--- src/rtl/byte_alu_pkg.sv ---
package byte_alu_pkg;

  localparam int FLAG_W = 6;
  localparam int FZ = 0;
  localparam int FC = 1;
  localparam int FO = 2;
  localparam int FS = 3;
  localparam int FI = 4;
  localparam int FK = 5;

  typedef enum logic [3:0] {
    OP_AND = 4'd0,
    OP_OR  = 4'd1,
    OP_XOR = 4'd2,
    OP_CMP = 4'd3,
    OP_ADD = 4'd4,
    OP_SUB = 4'd5,
    OP_INC = 4'd6,
    OP_DEC = 4'd7,
    OP_BIT = 4'd8,
    OP_SHL = 4'd9,
    OP_SHR = 4'd10,
    OP_ROL = 4'd11,
    OP_ROR = 4'd12
  } alu_op_e;

  typedef struct packed {
    logic              wr;
    logic [FLAG_W-1:0] mask;
  } op_ctl_t;

  localparam logic [FLAG_W-1:0] M_ZS   = 6'b001001;
  localparam logic [FLAG_W-1:0] M_ZCOS = 6'b001111;
  localparam logic [FLAG_W-1:0] M_ZCS  = 6'b001011;
  localparam logic [FLAG_W-1:0] M_Z    = 6'b000001;

  function automatic op_ctl_t ctl_of(input logic [3:0] op);
    op_ctl_t c;
    c = '{wr: 1'b0, mask: '0};
    case (op)
      OP_AND, OP_OR, OP_XOR:          c = '{wr: 1'b1, mask: M_ZS};
      OP_ADD, OP_SUB, OP_INC, OP_DEC: c = '{wr: 1'b1, mask: M_ZCOS};
      OP_CMP:                         c = '{wr: 1'b0, mask: M_ZCOS};
      OP_SHL, OP_SHR, OP_ROL, OP_ROR: c = '{wr: 1'b1, mask: M_ZCS};
      OP_BIT:                         c = '{wr: 1'b0, mask: M_Z};
      default:                        c = '{wr: 1'b0, mask: '0};
    endcase
    return c;
  endfunction

endpackage

--- src/rtl/alu_core.sv ---
module alu_core #(
  parameter int W  = 8,
  parameter int SW = $clog2(W)
) (
  input  logic [3:0]     op,
  input  logic [W-1:0]   a,
  input  logic [W-1:0]   b,
  input  logic [SW-1:0]  n,
  output logic [2*W-1:0] inter
);
  import byte_alu_pkg::*;

  localparam int DW = 2 * W;
  localparam logic [W-1:0] ONE = {{(W-1){1'b0}}, 1'b1};

  function automatic logic [DW-1:0] widen(input logic [W-1:0] x);
    return {{W{1'b0}}, x};
  endfunction

  function automatic logic [DW-1:0] f_add(input logic [W-1:0] x, input logic [W-1:0] y);
    return widen(x) + widen(y);
  endfunction

  function automatic logic [DW-1:0] f_sub(input logic [W-1:0] x, input logic [W-1:0] y);
    return widen(x) - widen(y);
  endfunction

  function automatic logic [DW-1:0] f_shl(input logic [W-1:0] x, input logic [SW-1:0] k);
    return widen(x) << k;
  endfunction

  function automatic logic [DW-1:0] f_shr(input logic [W-1:0] x, input logic [SW-1:0] k);
    return widen(x) >> k;
  endfunction

  function automatic logic [DW-1:0] f_rol(input logic [W-1:0] x, input logic [SW-1:0] k);
    logic [DW-1:0] back;
    back = (k == '0) ? '0 : (widen(x) >> (W - int'(k)));
    return (widen(x) << k) | back;
  endfunction

  function automatic logic [DW-1:0] f_ror(input logic [W-1:0] x, input logic [SW-1:0] k);
    return (widen(x) >> k) | (widen(x) << (W - int'(k)));
  endfunction

  function automatic logic [DW-1:0] f_bit(input logic [W-1:0] x, input logic [SW-1:0] k);
    return widen(x & (ONE << k));
  endfunction

  always_comb begin
    case (op)
      OP_AND:         inter = widen(a & b);
      OP_OR:          inter = widen(a | b);
      OP_XOR:         inter = widen(a ^ b);
      OP_ADD:         inter = f_add(a, b);
      OP_INC:         inter = f_add(a, ONE);
      OP_SUB, OP_CMP: inter = f_sub(a, b);
      OP_DEC:         inter = f_sub(a, ONE);
      OP_BIT:         inter = f_bit(a, n);
      OP_SHL:         inter = f_shl(a, n);
      OP_SHR:         inter = f_shr(a, n);
      OP_ROL:         inter = f_rol(a, n);
      OP_ROR:         inter = f_ror(a, n);
      default:        inter = '0;
    endcase
  end

endmodule

--- src/rtl/flag_merge.sv ---
module flag_merge #(
  parameter int W = 8
) (
  input  logic [2*W-1:0] inter,
  input  logic [5:0]     mask,
  input  logic [5:0]     flags_in,
  output logic [5:0]     flags_out,
  output logic           hi_nz,
  output logic           lo_zero
);
  import byte_alu_pkg::*;

  localparam logic [2*W-1:0] LIMIT = {{W{1'b0}}, {W{1'b1}}};

  logic [5:0] raw;

  assign hi_nz   = |inter[2*W-1:W];
  assign lo_zero = (inter[W-1:0] == '0);

  always_comb begin
    raw     = '0;
    raw[FZ] = lo_zero;
    raw[FC] = hi_nz;
    raw[FO] = (inter > LIMIT);
    raw[FS] = inter[W-1];
  end

  assign flags_out = (raw & mask) | (flags_in & ~mask);

endmodule

--- src/rtl/byte_alu.sv ---
module byte_alu #(
  parameter int DATA_W = 8,
  parameter int SEL_W  = $clog2(DATA_W)
) (
  input  logic [3:0]        op,
  input  logic [DATA_W-1:0] opa,
  input  logic [DATA_W-1:0] opb,
  input  logic [SEL_W-1:0]  sel,
  input  logic [5:0]        flags_in,
  output logic [DATA_W-1:0] result,
  output logic [5:0]        flags_out,
  output logic              wr_en
);
  import byte_alu_pkg::*;

  logic [2*DATA_W-1:0] inter;
  op_ctl_t             ctl;
  logic                hi_nz;
  logic                lo_zero;

  assign ctl = ctl_of(op);

  alu_core #(.W(DATA_W), .SW(SEL_W)) u_core (
    .op    (op),
    .a     (opa),
    .b     (opb),
    .n     (sel),
    .inter (inter)
  );

  flag_merge #(.W(DATA_W)) u_flags (
    .inter     (inter),
    .mask      (ctl.mask),
    .flags_in  (flags_in),
    .flags_out (flags_out),
    .hi_nz     (hi_nz),
    .lo_zero   (lo_zero)
  );

  assign result = inter[DATA_W-1:0];
  assign wr_en  = ctl.wr;

  always_comb begin

    sys_bits_kept_chk: assert (flags_out[FK:FI] == flags_in[FK:FI]);

    zero_from_result_chk: assert (!ctl.mask[FZ] || (flags_out[FZ] == (result == '0)));

    carry_ovf_pair_chk: assert (!(ctl.mask[FC] && ctl.mask[FO]) || (flags_out[FC] == flags_out[FO]));

    cmp_no_write_chk: assert (op != OP_CMP || !wr_en);

    bit_only_zero_chk: assert (op != OP_BIT || (flags_out[5:1] == flags_in[5:1] && !wr_en));

    undef_idle_chk: assert (op < 4'd13 || (flags_out == flags_in && !wr_en));
  end

endmodule

--- config.mk ---
export PLATFORM = sky130hd
export DESIGN_NAME = byte_alu
export DESIGN_NICKNAME = d
export VERILOG_FILES = /design/src/rtl/byte_alu_pkg.sv /design/src/rtl/alu_core.sv /design/src/rtl/flag_merge.sv /design/src/rtl/byte_alu.sv
export SDC_FILE = /design/constraint.sdc
export NUM_CORES = 1
export LEC_CHECK = 0
export BUFFER_PORTS_ARGS = -buffer_cell sky130_fd_sc_hd__buf_2
export CAP_MARGIN = 30
export CELL_PAD_IN_SITES_DETAIL_PLACEMENT = 0
export CELL_PAD_IN_SITES_GLOBAL_PLACEMENT = 2
export CORE_MARGIN = 10
export CORE_UTILIZATION = 30
export DETAILED_ROUTE_END_ITERATION = 10
export MAX_ROUTING_LAYER = met4
export PLACE_DENSITY_LB_ADDON = 0.12
export SLEW_MARGIN = 25
export SYNTH_ARGS = -nofsm -noshare
export SYNTH_HDL_FRONTEND = slang
export SYNTH_SLANG_ARGS = --single-unit
--- constraint.sdc ---
create_clock -name vclk -period 3.3
set_input_delay 0.165 -clock vclk [all_inputs]
set_output_delay 0.165 -clock vclk [all_outputs]
set_load 0.02 [all_outputs]
==> results of run 1 <==
[worst max-delay path by stage]
stage | slack, ns | endpoint | cells after the start
CTS | 0.005 | flags_out[0] | 16
floorplan | -0.04 | flags_out[0] | 16
finish | 0.13 | flags_out[1] | 16
global placement | -0.11 | flags_out[0] | 16
detailed placement | -0.08 | flags_out[0] | 16
global route | 0.01 | flags_out[0] | 16
[metrics by stage]
| stage | setup slack, ns | power, mW | instances | utilization (%) |
|---|---|---|---|---|
| 6_report | 0.1257 | 0.6582 | 601 | 36.30 |
| 5_1_grt | 0.01056 | 0.7114 | 601 | 36.30 |
| 4_1_cts | 0.005296 | 0.6433 | 601 | 35.96 |
| 3_5_place_dp | -0.07604 | 0.6271 | 598 | 35.57 |
| 3_3_place_gp | -0.1080 | 0.6305 | 597 | 35.52 |
| 2_1_floorplan | -0.03589 | 0.4157 | 427 | - |
[cells by family after synthesis]
family	after synthesis	share of synthesized area, %
XOR/XNOR	17	4.996
AO/OA/AOI/OAI	140	33.33
multiplexers	21	9.656
buffers and inverters	67	10.50
AND/OR/NAND/NOR	148	26.74
adder cells (fa/ha/maj)	34	14.78
[layout make-up]
type	count	area (µm²)
Tap cell	133	166.4
Multi-Input combinational cell	360	2730
Fill cell	1092	6197
Timing Repair Buffer	78	520.5
Inverter	30	115.1
[Yosys cell counts, drive strengths merged, types with 4 or more instances]
cell      n  area share, %
a31oi     9            1.9
a32o      5            1.7
o22ai     4           0.84
mux4      5            4.0
inv      28            3.5
o32ai     4            1.2
nor4      6            1.5
nor3     19            3.5
nand2    25            3.4
buf      21            4.7
nor2     42            5.3
o21ai    22            3.7
o211ai    4            1.0
a221oi    4            1.2
a21oi    32            5.4
nand2b    9            2.1
mux2i    10            3.4
nand3     8            1.3
a21o      6            1.5
nand4     6            1.3
mux2      6            2.3
a211oi   12            3.2
o211a     4            1.3
a221o     5            1.7
xnor2    15            4.4
a2bb2oi   4            1.2
nor2b     7            1.5
ha       32             13
and3      6            1.3
clkbuf   16            2.1
[layer usage]
layer	up-vias	global-route usage (%)	routed length, µm
met3	12	2.063	883
met5	-	-	0
met1	1663	26.56	6507
met4	0	1.131	159
li1	1689	-	-
met2	146	28.47	5995
[power by group]
part           switching, mW  internal [mW]
registers                  0              0
clock network              0              0
logic                  0.393          0.265
total                  0.393          0.265
[timing repair]
action                                  4_1_cts  5_1_grt
buffers inserted                              3        0
endpoints found under the setup margin        1        4
gates resized for setup                       3        8
pin swaps                                     1        8
==> metrics.txt, run 1 <==
Cell Chain, Critical Path=buf_2, inv_1, and3_4, and2_4, or2_4, ha_4, fa_2, a211oi_2, nor2_1, o21ai_0, nand2b_1, a21o_1, nand3_1, nand4_1, o41a_1, buf_2; vias in the first global route=3416; IO buf count=40; grt ovf=0; fmax=315.0 MHz; aggregate routed wire length=13550 µm; Worst Tran Pin Value=0.6628 ns; Gate Count Post-Synth=427; DRT antenna net count=0; DP Area=0.003461 mm²; most frequent cells in the layout=nor2_1 (41), buf_2 (39), buf_4 (35); setup violators final=0; worst path arrival time=3.01 ns; critical path launch point type=input pin; antenna cells=0; syn avg cell area=6.980 µm²; Seq/Total Area, Yosys=0%; GP Congestion=0.9512; setup TNS=0 ns; worst min path class=in2out; final non-filler cell area=0.003532 mm²; largest net degree at the start of global routing=45; max incr delay on CP=0.45 ns; drt wl/cell=22.54 µm; CP top delay family=simple AND/OR/NAND/NOR gates; final hold viol count=0; count of cell types in the netlist=73; GRT Total Usage=18.54%; max capacitance violation total=0; die width=119.7 µm; DRT Pass-1 Iters=5; headroom to the max-slew limit=55.47%; cts hold-fix bufs=0; first-pass GRT wire length=21000 µm; Crit Path Max Fanout=3; total number of vias=3510; initial antenna violation count=0; initial detailed-routing violation count=327; power per standard cell area=186.3 mW/mm²; area of the die=0.01432 mm²; core area=0.009729 mm²; CLK BUF=0; Hold Crit Start=flags_in[4]; Worst Path Buf+Inv=3; Synth Warn #=0; Final nets=533; Worst EP required=3.13 ns; Final HPWL DP=10700 µm; sequential cells=0; Hold Path Sink=flags_out[4]; Reg area=0 µm²; Final Max Slew Viols=0; worst hold margin=0.3300 ns; Static Leak=1.559 nW; worst hold stages=0; crit share post-route=96.19%; Worst Setup End Kind=output pin; Area Growth Syn to Fin=18.51%; Final Critical Period=3.174 ns; FP Rows=36; initial core utilization=30.63%; IO Pins=44; Syn Nets=490; crit path kind=in2out; RSZ-0062 raised after global routing=false; Worst IR Drop VDD=56.22 µV; Remaining DRCs=0; crit-path most repeated cell=buf_2; CP max-delay cell=o41a_1; outcome=finished, final reports clean; fraction of layout cells with a size suffix above 1=25.00%; CP Launch Point=op[3]; commonest non-fill, non-tap cell in the layout=nor2_1; synthesized area=0.002980 mm²; mean number of vias per cell=5.840; die height=119.7 µm
(Power assumes the default switching activity.)
==> run 2: changes to the inputs <==
- ABC_AREA: default -> 1
- CORE_UTILIZATION: 30 -> 26
==> metrics.txt, run 2 <==
max incr delay on CP=0.42 ns (-0.03 ns); Final Max Slew Viols=0 (unchanged); Comb pwr share=100.0% (about the same); outcome=finished, final reports clean; DRT antenna net count=0 (unchanged); commonest non-fill, non-tap cell in the layout=nand2_1; die width=126.9 µm (+6.0%); Synth top area share=28.70% (+15 points); sequential cells=0 (unchanged); top post-synthesis cells by area=nand2_1 (29%), nand3_1 (20%), ha_1 (13%); sequential share of power=0% (unchanged); area leader, netlist=nand2_1; total number of vias=4011 (+14%); Worst EP required=3.13 ns (about the same); IO Pins=44 (unchanged); Gate Count Post-Synth=613 (+44%); Final HPWL DP=12010 µm (+12%); fraction of layout cells with a size suffix above 1=10.58% (-14 points); Crit Path Max Fanout=14 (+11); Worst Tran Pin Value=0.5424 ns (-0.1204 ns); internal power=0.1644 mW (-38%); Sw Share=70.05% (+10 points); crit share post-route=87.26% (-8.9 points); Seq/Total Area, Yosys=0% (unchanged); cts hold-fix bufs=0 (unchanged); crit-path most repeated cell=nand2_1; post-CTS setup buffers=0 (-3); max capacitance violation total=0 (unchanged); Final nets=708 (+33%); Reg area=0 µm² (unchanged); fmax=347.3 MHz (+10%); final std cells w/o fill=783 (+30%); mean number of vias per cell=5.123 (-12%); worst min path class=in2out; Final Critical Period=2.880 ns (-0.2948 ns); crit path kind=in2out; initial core utilization=26.92% (-3.7 points); antenna cells=0 (unchanged); Layout fillers=1348 (+23%); IO buf count=40 (unchanged); final hold viol count=0 (unchanged); Worst Setup End Kind=output pin; initial antenna violation count=0 (unchanged); Cell Chain, Critical Path=buf_2, inv_2, ha_1, ha_1, inv_1, nand3_1, nand2_1, nand2_1, nand2_1, nand3_1, nor2_1, nand2_1, nor2_1, nand2_1, nand2_1, buf_2; GRT Total Usage=17.48% (-1.1 points); most frequent cells in the layout=nand2_1 (227), nand3_1 (116), nor2_1 (83); placed insts=783 (+31%); most frequent cell after synthesis=nand2_1; FP Rows=38 (+5.6%); Remaining DRCs=0 (unchanged); critical path launch point type=input pin; aggregate routed wire length=14290 µm (+5.5%); core area=0.01103 mm² (+13%); Synth Warn #=0 (unchanged); count of cell types in the netlist=29 (-60%); grt ovf=0 (unchanged); clock network power share=0% (unchanged); DRT Pass-1 Iters=5 (unchanged); vias in the first global route=4016 (+18%); CLK BUF=0 (unchanged); first-pass GRT wire length=22280 µm (+6.1%); initial detailed-routing violation count=350 (+7.0%); post_cts resized=0 (-3); area of the die=0.01609 mm² (+12%); CP max-delay cell=ha_1; setup violators final=0 (unchanged); syn avg cell area=4.844 µm² (-31%); Sw Pwr=0.3845 mW (-2.2%); largest net degree at the start of global routing=23 (-49%); synthesized area=0.002969 mm² (-0.38%); synth cell count leaders=nand2_1 (227), nand3_1 (116), nor2_1 (83); GP Congestion=0.9299 (-2.2%); Area Growth Syn to Fin=10.75%; setup TNS=0 ns (unchanged); Static Leak=1.890 nW (+21%); headroom to the max-slew limit=63.71% (+8.2 points); power per standard cell area=166.9 mW/mm² (-10%); die height=126.9 µm (+6.0%); Syn Nets=676 (+38%); worst path arrival time=2.71 ns (-0.30 ns); drt wl/cell=18.25 µm (-19%); RSZ-0062 raised after global routing=false; Worst IR Drop VDD=51.83 µV (-7.8%)
[run 2: changes by cell type in the layout (fill, tap and decap cells not counted), sizes merged, moves of 18 or more]
cell   previous run  this run
buf              78        47
inv              28        60
nand2            25       232
nand3             8       116
nor2             42        89
nor3             19         1
[run 2: final timing paths]
check	depth (start not counted)	from	endpoint
worst min-delay path	0	flags_in[5]	flags_out[5]
worst max-delay path	16	sel[0]	flags_out[0]
[run 2: metrics by stage]
stage | utilization, % | setup slack [ns] | power (mW) | hold slack, ns | cell area (µm²)
global placement | 29.81 | 0.3289 | 0.5542 | 0.3301 | 3288
CTS | 29.81 | 0.3986 | 0.5491 | 0.3301 | 3288
detailed placement | 29.81 | 0.3961 | 0.5467 | 0.3301 | 3288
global route | 29.81 | 0.1288 | 0.6143 | 0.3300 | 3288
finish | 29.81 | 0.4205 | 0.5489 | 0.3300 | 3288
floorplan | - | 0.6401 | 0.3681 | 0.4426 | 2969
[run 2: cell families after synthesis]
group / synth area share, %
AO/OA/AOI/OAI: 8.892
adder cells (fa/ha/maj): 14.83
AND/OR/NAND/NOR: 64.56
XOR/XNOR: 0.2950
buffers and inverters: 11.42
[run 2: worst max-delay path, delay by kind of cell]
kind                       cells  cell delay [ns]
adders and majority gates      2             0.69
and+or+nand+nor               10             0.90
buffers and inverters          4             0.93
[run 2: power by group through the flow]
stage	clock, mW	sequential [mW]	combinational, mW
2_1_floorplan	0	0	0.368
3_3_place_gp	0	0	0.554
3_5_place_dp	0	0	0.547
4_1_cts	0	0	0.549
5_1_grt	0	0	0.614
6_report	0	0	0.549
[run 2: layout make-up]
type | instances | area, µm² | area share [%]
timing repair buffer | 47 | 252.7 | 7.686
multi-input combinational | 535 | 2630 | 79.98
inverter | 61 | 230.2 | 7.002
tap | 140 | 175.2 | 5.327
[run 2: routing by layer]
| layer | up-vias | wire [µm] | track usage [%] |
|---|---|---|---|
| met2 | 115 | 7206 | 31.83 |
| met5 | - | 0 | - |
| li1 | 2048 | - | - |
| met1 | 1824 | 6357 | 20.90 |
| met3 | 24 | 330 | 0.1249 |
| met4 | 0 | 394 | 4.153 |
==> run 3: changes to the inputs <==
- PLACE_DENSITY: default -> 0.82
- PLACE_DENSITY_LB_ADDON: 0.12 -> default
==> metrics.txt, run 3 (synthesis results as in run 2) <==
mean number of vias per cell=5.192 (+1.4%); initial core utilization=26.92% (unchanged); Crit Path Max Fanout=8 (-6); initial detailed-routing violation count=463 (+32%); outcome=finished, final reports clean; final hold viol count=0 (unchanged); largest net degree at the start of global routing=23 (unchanged); sequential cells=0 (unchanged); power per standard cell area=165.9 mW/mm² (-0.64%); Reg area=0 µm² (unchanged); Worst IR Drop VDD=53.73 µV (+3.7%); max capacitance violation total=0 (unchanged); die height=126.9 µm (unchanged); crit share post-route=89.64% (+2.4 points); initial antenna violation count=0 (unchanged); crit path kind=in2out; commonest non-fill, non-tap cell in the layout=nand2_1; post_cts resized=0 (unchanged); die width=126.9 µm (unchanged); post-CTS setup buffers=0 (unchanged); vias in the first global route=4027 (+0.27%); GRT Total Usage=16.50% (-0.98 points); cts hold-fix bufs=0 (unchanged); DRT antenna net count=0 (unchanged); area occupied by multi-input gates=0.002630 mm² (unchanged); fmax=338.0 MHz (-2.7%); worst path arrival time=2.79 ns (+0.08 ns); Worst Setup End Kind=output pin; IO Pins=44 (unchanged); Final nets=706 (-0.28%); Layout fillers=1318 (-2.2%); DRT Pass-1 Iters=6 (+1); area of the die=0.01609 mm² (unchanged); pre-CTS setup slack=0.3426 ns (-0.05353 ns); Final Critical Period=2.958 ns (+0.07874 ns); critical path launch point type=input pin; Area Growth Syn to Fin=10.24%; Remaining DRCs=0 (unchanged); IO buf count=40 (unchanged); RSZ-0062 raised after global routing=false; worst min path class=in2out; core area=0.01103 mm² (unchanged); CLK BUF=0 (unchanged); headroom to the max-slew limit=66.85% (+3.1 points); setup violators final=0 (unchanged); Worst EP required=3.13 ns (about the same); drt wl/cell=17.17 µm (-5.9%); Static Leak=1.880 nW (-0.51%); Final HPWL DP=11240 µm (-6.4%); FP Rows=38 (unchanged); aggregate routed wire length=13410 µm (-6.2%); total number of vias=4055 (+1.1%); worst hold stages=0 (unchanged); Final Core Density=29.67% (-0.14 points); Worst Tran Pin Value=0.4959 ns (-0.04654 ns); setup TNS=0 ns (unchanged); fraction of layout cells with a size suffix above 1=10.30% (-0.28 points); Final Max Slew Viols=0 (unchanged); grt ovf=0 (unchanged); GP Congestion=0.9837 (+5.8%); antenna cells=0 (unchanged); first-pass GRT wire length=21530 µm (-3.3%); final setup margin=0.3417 ns (-0.07874 ns); most frequent cells in the layout=nand2_1 (227), nand3_1 (116), nor2_1 (83)
-- run 3: report_power, final --
| group | internal (mW) | switching (mW) | leakage [nW] |
|---|---|---|---|
| combinational | 0.162 | 0.381 | 1.88 |
| sequential | 0 | 0 | 0 |
| clock | 0 | 0 | 0 |
-- run 3: path summary, 6_finish.rpt --
path / startpoint / end / slack [ns]
setup / recovery: op[3] / flags_out[0] / 0.34
hold / removal: flags_in[4] / flags_out[4] / 0.33
-- run 3: stage by stage --
stage                     std cells  power (mW)  hold WS (ns)  cell area (µm²)
after floorplan                 613      0.3681        0.4426             2969
after global placement          781      0.5446        0.3302             3273
after detailed placement        781      0.5360        0.3302             3273
after CTS                       781      0.5384        0.3302             3273
after global routing            781      0.6120        0.3300             3273
final                           781      0.5429        0.3300             3273
-- run 3: area by class of cell --
class                      count  area share, %
multi-input combinational    535          80.35
timing repair buffer          45          7.263
inverter                      61          7.034
tap                          140          5.352
-- run 3: worst max-delay path, cell delays in order --
cell      delay (ns)
buf_2           0.17
clkinv_2        0.12
nand2_2         0.14
o21ai_0         0.13
ha_1            0.24
fa_1            0.42
or2_2           0.31
nand3_1         0.09
nand4_1         0.09
nor2_1          0.17
nand3_1         0.13
nor2_1          0.21
nand2_1         0.07
nor2_1          0.09
nand2_1         0.06
nand2_1         0.05
buf_2           0.16
-- run 3: routing by layer --
metal	track usage, %	routed length, µm	part of all wire (%)	up-vias
met3	0.9579	731	5.5	35
li1	-	-	-	2035
met1	20.75	5857	44	1829
met5	-	0	0	-
met4	4.555	474	3.5	0
met2	27.86	6342	47	156
